`config.mk`:
```
export PLATFORM = sky130hd
export DESIGN_NAME = usb_pwr_ctl
export DESIGN_NICKNAME = d
export VERILOG_FILES = /design/src/rtl/usb_pwr_ctl.sv
export SDC_FILE = /design/constraint.sdc
export NUM_CORES = 1
export LEC_CHECK = 0
export CAP_MARGIN = 20
export CORE_UTILIZATION = 37
export DETAILED_ROUTE_END_ITERATION = 8
export PLACE_DENSITY = 0.74
export SLEW_MARGIN = 30
export SYNTH_ARGS = -nofsm -noshare
export SYNTH_HDL_FRONTEND = slang
export SYNTH_SLANG_ARGS = --single-unit
```
`constraint.sdc`:
```
create_clock -name clk -period 1.6 [get_ports clk]
set_input_delay 0.48 -clock clk [delete_from_list [all_inputs] [get_ports clk]]
set_output_delay 0.48 -clock clk [all_outputs]
set_load 0.05 [all_outputs]
```
`src/rtl/usb_pwr_ctl.sv`:
```
module usb_pwr_ctl #(
  parameter int ADDR_W = 4,
  parameter logic [ADDR_W-1:0] REG_ADDR = 'h1
) (
  input  logic              clk,
  input  logic              rst_n,
  input  logic              host_mode,
  input  logic [ADDR_W-1:0] cpu_addr,
  input  logic              cpu_wr,
  input  logic [7:0]        cpu_wdata,
  input  logic              cpu_rd,
  output logic [7:0]        cpu_rdata,
  input  logic              bus_reset_det,
  input  logic              suspend_entry,
  input  logic              hs_negotiated,
  input  logic              reset_done,
  input  logic              int_reg_read,
  input  logic              ep_is_iso,
  input  logic              tx_ready,
  input  logic              sof_token,
  input  logic              in_token,
  output logic              send_packet,
  output logic              send_zlp,
  output logic              dp_dm_en,
  output logic              hs_request,
  output logic              resume_drive,
  output logic              suspendm_en
);
  localparam int B_ISO  = 7;
  localparam int B_CONN = 6;
  localparam int B_HSEN = 5;
  localparam int B_HSM  = 4;
  localparam int B_RST  = 3;
  localparam int B_RES  = 2;
  localparam int B_SUSP = 1;
  localparam int B_SMEN = 0;
  localparam logic [7:0] RESET_VAL = 8'h1 << B_HSEN;

  logic [7:0] pwr;
  logic       pending;

  wire sel        = (cpu_addr == REG_ADDR);
  wire wr         = cpu_wr & sel;
  wire periph     = ~host_mode;
  wire resume_set = wr & cpu_wdata[B_RES];
  wire host_rst_clr = host_mode & wr & pwr[B_RST] & ~cpu_wdata[B_RST];
  wire gate_on    = periph & pwr[B_ISO] & ep_is_iso;

  always_ff @(posedge clk) begin
    if (!rst_n) begin
      pwr <= RESET_VAL;
    end else begin
      if (wr) begin
        pwr[B_ISO]  <= cpu_wdata[B_ISO];
        pwr[B_CONN] <= cpu_wdata[B_CONN];
        pwr[B_HSEN] <= cpu_wdata[B_HSEN];
        pwr[B_RES]  <= cpu_wdata[B_RES];
        pwr[B_SMEN] <= cpu_wdata[B_SMEN];
      end

      if (periph)       pwr[B_RST] <= bus_reset_det;
      else if (wr)      pwr[B_RST] <= cpu_wdata[B_RST];

      if (periph && reset_done) pwr[B_HSM] <= hs_negotiated;
      else if (host_rst_clr)    pwr[B_HSM] <= hs_negotiated;

      if (periph) begin
        if (suspend_entry)                   pwr[B_SUSP] <= 1'b1;
        else if (int_reg_read || resume_set) pwr[B_SUSP] <= 1'b0;
      end else if (wr) begin
        pwr[B_SUSP] <= cpu_wdata[B_SUSP];
      end
    end
  end

  always_ff @(posedge clk) begin
    if (!rst_n) cpu_rdata <= '0;
    else        cpu_rdata <= (cpu_rd && sel) ? pwr : 8'h00;
  end

  always_ff @(posedge clk) begin
    if (!rst_n) begin
      pending     <= 1'b0;
      send_packet <= 1'b0;
      send_zlp    <= 1'b0;
    end else begin
      if (!gate_on)                              pending <= 1'b0;
      else if (pending && (sof_token || in_token)) pending <= 1'b0;
      else if (tx_ready)                         pending <= 1'b1;
      send_packet <= gate_on ? (pending & sof_token) : tx_ready;
      send_zlp    <= gate_on & pending & in_token & ~sof_token;
    end
  end

  assign dp_dm_en     = pwr[B_CONN] & periph;
  assign hs_request   = pwr[B_HSEN];
  assign resume_drive = pwr[B_RES];
  assign suspendm_en  = pwr[B_SMEN];
endmodule

```
==> reports/results.ini, run 1 <==
[pwr]
powerDensity_nw_per_um2 = 643
p_leak_nw = 0.559
total_power_w = 0.000878
peakVddDrop_uv = 593

[yosys]
yosysWarnings = 0
yosys.area_share.simple = 0.275
synthArstFlopShare = 0
ys_seq_area_frac = 0.513
avgSynthCellArea_um2 = 9.64
synth_top_family_by_area = simple AND/OR/NAND/NOR gates
syn-num-nets = 103
synth-xor-area-share = 0
yosys_most_used_dff = dfxtp_1
ys_types = 25
syn_inst = 77
ys_ff_latch = 19
synth_top_cell_by_area = dfxtp_1
synthMuxAreaShare = 0.0270
synthTopCellsByArea = dfxtp_1, and2_1, nand3_1
synth_edf_count = 0
yosys.area.top_type_share = 0.513
synthAdderAreaFrac = 0
synth_area_um2 = 742
synth_compound_area_frac = 0.133

[global_routing]
grt_max_degree = 12
grt_pass1_vias = 725
grt.overflow.total = 0
antenna_found_initial = 0
grt_pass1_wl_mm = 3.13
grtUsageTotal = 0.207

[worst_setup_path]
crit_arrival_ns = 1.05
path_cells = dlygate4sd2_1, nor2b_2, buf_12
cp.required_ns = 1.12
cp-end-kind = primary output
r2r_slack_ns = 0.69
crit_slowest_cell = dlygate4sd2_1
timing.rr.start = pwr[7]$_SDFFE_PN0N_
max_stage_delay_ns = 0.26
reg2reg_to = send_packet$_SDFF_PN0_
worst_setup_path_start_kind = input pin
r2r_cells = 3
crit_type = in -> out
critPathMaxFanout = 2

[die]
rows = 15
die_height_um = 46.8
pin_count = 40
core_area_um2 = 1800
die_area_um2 = 2190
die_x_um = 46.8
start_util = 0.412

[drt]
vias_per_cell = 5.05
drtIter0Drc = 29
finalWirelength_mm = 1.98
drc = 0
via_count = 748
wl_per_cell_um = 13.4
ant_nets = 0
firstDrtPassIters = 4

[min_path]
hp-class = reg -> reg
hold_path_depth = 1
hp-start = pwr[4]$_SDFFE_PN0P_
holdPathEnd = cpu_rdata[4]$_SDFF_PN0_

[place]
portBuffers = 38
hpwl_mm = 1.60
place_congestion = 0.807
dp_slack_ns = -0.369

[timing]
skew_ns = 0.00559
relSlewSlack = 0.839
setup_viol = 0
final_max_slew_viol_count = 0
fin_crit_sh = 0.959
fmax_mhz = 652
fin_setup_tns_ns = 0
hold_viol_final = 0
setup_slack_ns = 0.0653
worst_slew_pin_slew_ns = 0.241
min_period_ns = 1.53
rsz0062_at_grt = false

[clock_tree]
cts.sinks = 19
cts_tree = yes
cts_made_buffers = 3
clockBufferDepth = 2
htree_levels = 1
postCtsHoldBufs = 0
clk_pin_slew_ns = 0.10
worstSkewPairLatency_ns = 0.31
cts_root_buf = clkbuf_4

[finish]
drive_gt1_frac = 0.252
regArea_um2 = 380
antenna_cells = 0
fill_cells = 120
layout.nets = 150
multi_input_area_um2 = 333
areaGrowthSynthToFinish_pct = 84.0
final_cell_mix = dfxtp_1, clkdlybuf4s50_1, buf_12

[outcome]
outcome = finished clean

[flow_run]
max_cap_viol_count = 0

-- cells by family (layout without fill, tap and decap cells) --
family                 count (synthesis)  in the layout
AOI/OAI and AO/OA                     17             17
buffers and inverters                  7             53
DFF                                   19             19
muxes                                  2              2
and+or+nand+nor                       32             32
-- repair_timing --
item / CTS / global route
setup endpoints to repair: 3 / 13
gates resized for setup: 3 / 4
buffers inserted: 0 / 0
pin swaps: 2 / 4
-- cell type report --
cell class                 count  area share
timing repair buffer          45       0.423
sequential                    19       0.279
multi-input combinational     51       0.244
tap                           25      0.0229
clock buffer                   3      0.0165
inverter                       4      0.0110
clock inverter                 1     0.00367
-- cell usage after synthesis, drive strengths merged (2+ instances only) --
library cell,instances
buf,3
a31oi,2
mux2i,2
nand2b,2
dfxtp,19
a21oi,5
o21ai,8
nand2,4
nor2,2
nand3,8
inv,4
and2,8
-- where the power goes --
group | switching [W] | internal [W] | leakage (nW) | total (W)
clock network | 0.000155 | 0.0000936 | 0.0177 | 0.000248
registers | 0.00000731 | 0.000481 | 0.154 | 0.000489
logic | 0.0000557 | 0.0000856 | 0.387 | 0.000141
total | 0.000218 | 0.000660 | 0.559 | 0.000878
-- registers in the layout (all words and copies together) (netlist names) --
| name | cells |
|---|---|
| cpu_rdata | 8 |
| pending | 1 |
| pwr | 8 |
| send_packet | 1 |
| send_zlp | 1 |
-- layer usage --
| metal | vias to the layer above | share of wire | GRT usage |
|---|---|---|---|
| met3 | 2 | 0.077 | 0.0346 |
| li1 | 361 | - | - |
| met4 | 0 | 0.011 | 0.109 |
| met2 | 38 | 0.52 | 0.369 |
| met1 | 347 | 0.39 | 0.234 |
| met5 | - | 0 | 0 |
-- worst max path at each step --
stage                                   start                  end  depth (start not counted)
after floorplan                     host_mode             dp_dm_en                          2
after global placement            cpu_addr[2]  pwr[1]$_SDFFE_PN0P_                          4
after detailed placement          cpu_addr[2]  pwr[1]$_SDFFE_PN0P_                          4
after CTS                         cpu_addr[3]  pwr[4]$_SDFFE_PN0P_                          4
after global routing      pwr[6]$_SDFFE_PN0N_             dp_dm_en                          2
final                               host_mode             dp_dm_en                          3
-- critical path, delay by kind of cell --
kind	cells	cell delay, ns
AND/OR/NAND/NOR	1	0.16
buffers and inverters	2	0.41
-- stage by stage --
| stage | utilization | cells | area [µm²] | hold WS [ns] |
|---|---|---|---|---|
| global route | 0.758 | 148 | 1370 | 0.489 |
| CTS | 0.753 | 148 | 1360 | 0.485 |
| detailed placement | 0.735 | 144 | 1330 | 0.460 |
| floorplan | - | 77 | 744 | 0.429 |
| global placement | 0.735 | 144 | 1330 | 0.443 |
| finish | 0.758 | 148 | 1370 | 0.480 |
No activity file was read; power rests on OpenSTA's default activity.
==> inputs of run 2 (changes only) <==
Settings changed: CELL_PAD_IN_SITES_DETAIL_PLACEMENT set to 1, CELL_PAD_IN_SITES_GLOBAL_PLACEMENT set to 1, CORE_UTILIZATION 37 to 26, CTS_CLUSTER_SIZE set to 10, PLACE_DENSITY 0.74 to 0.72, SLEW_MARGIN 30 to 20.
==> reports/results.ini, run 2 (synthesized netlist as in run 1, its figures left out) <==
[outcome]
outcome = finished clean  ; unchanged

[drt]
finalWirelength_mm = 2.17  ; was 1.98 mm
ant_nets = 0  ; unchanged
firstDrtPassIters = 4  ; unchanged
drtIter0Drc = 8  ; was 29
wl_per_cell_um = 13.9  ; was 13.4 µm
vias_per_cell = 4.91  ; was 5.05
via_count = 766  ; was 748
drc = 0  ; unchanged

[global_routing]
grtUsageTotal = 0.145  ; was 0.207
grt_max_degree = 11  ; was 12
grt.overflow.total = 0  ; unchanged
grt_pass1_wl_mm = 3.47  ; was 3.13 mm
grt_pass1_vias = 775  ; was 725
antenna_found_initial = 0  ; unchanged

[die]
start_util = 0.271  ; was 0.412
core_area_um2 = 2730  ; was 1800 µm²
pin_count = 40  ; unchanged
die_area_um2 = 3070  ; was 2190 µm²
die_height_um = 55.4  ; was 46.8 µm
die_x_um = 55.4  ; was 46.8 µm
rows = 19  ; was 15

[pwr]
peakVddDrop_uv = 515  ; was 593 µV
switchingPower_w = 0.000212  ; was 0.000218 W
p_leak_nw = 0.542  ; was 0.559 nW
combPwrFrac = 0.165  ; was 0.161
intPower_w = 0.000665  ; was 0.000660 W
pwr-share-seq = 0.556  ; about the same
powerDensity_nw_per_um2 = 641  ; was 643 nW/µm²
p_clk_frac = 0.279  ; was 0.283
switching_share = 0.241  ; was 0.248

[place]
place_inst = 152  ; was 144
place_congestion = 0.743  ; was 0.807
dpl_cell_area_um2 = 1350  ; was 1330 µm²
portBuffers = 38  ; unchanged
dp_slack_ns = -0.397  ; was -0.369 ns

[clock_tree]
cts_made_buffers = 3  ; unchanged
clk_pin_slew_ns = 0.11  ; was 0.10 ns
postCtsHoldBufs = 0  ; unchanged
htree_levels = 1  ; unchanged
post_cts_resized = 5  ; was 3
cts_root_buf = clkbuf_4  ; unchanged
post-cts-setup-buffer-count = 0  ; unchanged
cts_tree = yes  ; unchanged
cts.sinks = 19  ; unchanged
worstSkewPairLatency_ns = 0.30  ; was 0.31 ns
clockBufferDepth = 2  ; unchanged

[timing]
skew_ns = 0.00513  ; was 0.00559 ns
fin_crit_sh = 0.973  ; was 0.959
relSlewSlack = 0.818  ; was 0.839
fmax_mhz = 642  ; was 652 MHz
min_period_ns = 1.56  ; was 1.53 ns
rsz0062_at_grt = false  ; unchanged
worst_slew_pin_slew_ns = 0.272  ; was 0.241 ns
setup_viol = 0  ; unchanged
setup_slack_ns = 0.0429  ; was 0.0653 ns
holdWs_ns = 0.470  ; was 0.480 ns
hold_viol_final = 0  ; unchanged
final_max_slew_viol_count = 0  ; unchanged

[finish]
fill_cells = 315  ; was 120
areaGrowthSynthToFinish_pct = 84.3  ; was 84.0%
antenna_cells = 0  ; unchanged
top_regs = cpu_rdata: 8 flops, pwr: 8 flops  ; unchanged
drive_gt1_frac = 0.240  ; was 0.252
final_cells = 156  ; was 148
final_cell_mix = dfxtp_1, clkdlybuf4s50_1, buf_12  ; unchanged
finalInstanceArea_um2 = 1370  ; about the same
layout.nets = 152  ; was 150

[worst_setup_path]
crit_arrival_ns = 1.08  ; was 1.05 ns
cp.required_ns = 1.12  ; about the same
cp-end-kind = primary output  ; unchanged
r2r_slack_ns = 0.68  ; was 0.69 ns
timing.rr.start = pwr[7]$_SDFFE_PN0N_  ; unchanged
crit_type = in -> out  ; unchanged
critPathMaxFanout = 2  ; unchanged
worst_setup_path_start_kind = input pin  ; unchanged
r2r_cells = 3  ; unchanged
reg2reg_to = send_zlp$_SDFF_PN0_  ; was send_packet$_SDFF_PN0_

[min_path]
hp-class = reg -> reg  ; unchanged
holdPathEnd = cpu_rdata[4]$_SDFF_PN0_  ; unchanged
hold_path_depth = 1  ; unchanged
hp-start = pwr[4]$_SDFFE_PN0P_  ; unchanged

[flow_run]
max_cap_viol_count = 0  ; unchanged

-- run 2: cell count changes in the layout (fill, tap and decap cells not counted) --
cell / before / now
o221ai_2: 1 / 0
clkinv_2: 1 / 0
and3_1: 0 / 1
dlygate4sd2_1: 2 / 5
o221ai_1: 0 / 1
and3_2: 1 / 0
buf_4: 7 / 9
dlymetal6s2s_1: 3 / 0
clkbuf_1: 0 / 1
-- run 2: critical path: stages --
cell	delay [ns]
dlygate4sd2_1	0.27
nor2b_2	0.17
buf_12	0.15
-- run 2: metal layers --
layer	track usage	up-vias	wire, µm
met5	0	-	0
met4	0.0750	0	41
met3	0.0164	6	85
met2	0.258	32	1110
met1	0.170	364	936
li1	-	364	-
-- run 2: stage by stage --
stage          setup TNS (ns)  power [W]  utilization
3_3_place_gp            -5.78   0.000642        0.493
2_1_floorplan               0   0.000542            -
3_5_place_dp            -6.41   0.000647        0.493
5_1_grt                     0   0.000912        0.500
6_report                    0   0.000877        0.500
4_1_cts                     0   0.000885        0.500
-- run 2: final cells by class --
class	instances	area, µm²	share of cell area
multi-input combinational	51	325	0.238
tap	31	38.8	0.0284
clock buffer	4	26.3	0.0192
sequential	19	380	0.278
timing repair buffer	47	582	0.425
inverter	4	15.0	0.0110
-- run 2: how the worst max path moves through the flow --
stage                     start  cells past startpoint  slack, ns                 endpoint
global placement    cpu_addr[3]                      5      -0.38  cpu_rdata[1]$_SDFF_PN0_
finish                host_mode                      3       0.04                 dp_dm_en
global route          host_mode                      3       0.03                 dp_dm_en
detailed placement  cpu_addr[2]                      4      -0.40      pwr[4]$_SDFFE_PN0P_
floorplan             host_mode                      2       0.05                 dp_dm_en
CTS                   host_mode                      3       0.04                 dp_dm_en
-- run 2: power groups by stage --
| stage | Combinational, W | Clock (W) | Sequential [W] |
|---|---|---|---|
| after floorplan | 0.0000365 | 0 | 0.000506 |
| final | 0.000145 | 0.000245 | 0.000487 |
| after detailed placement | 0.000149 | 0 | 0.000498 |
| after CTS | 0.000145 | 0.000253 | 0.000487 |
| after global placement | 0.000145 | 0 | 0.000497 |
| after global routing | 0.000153 | 0.000270 | 0.000488 |
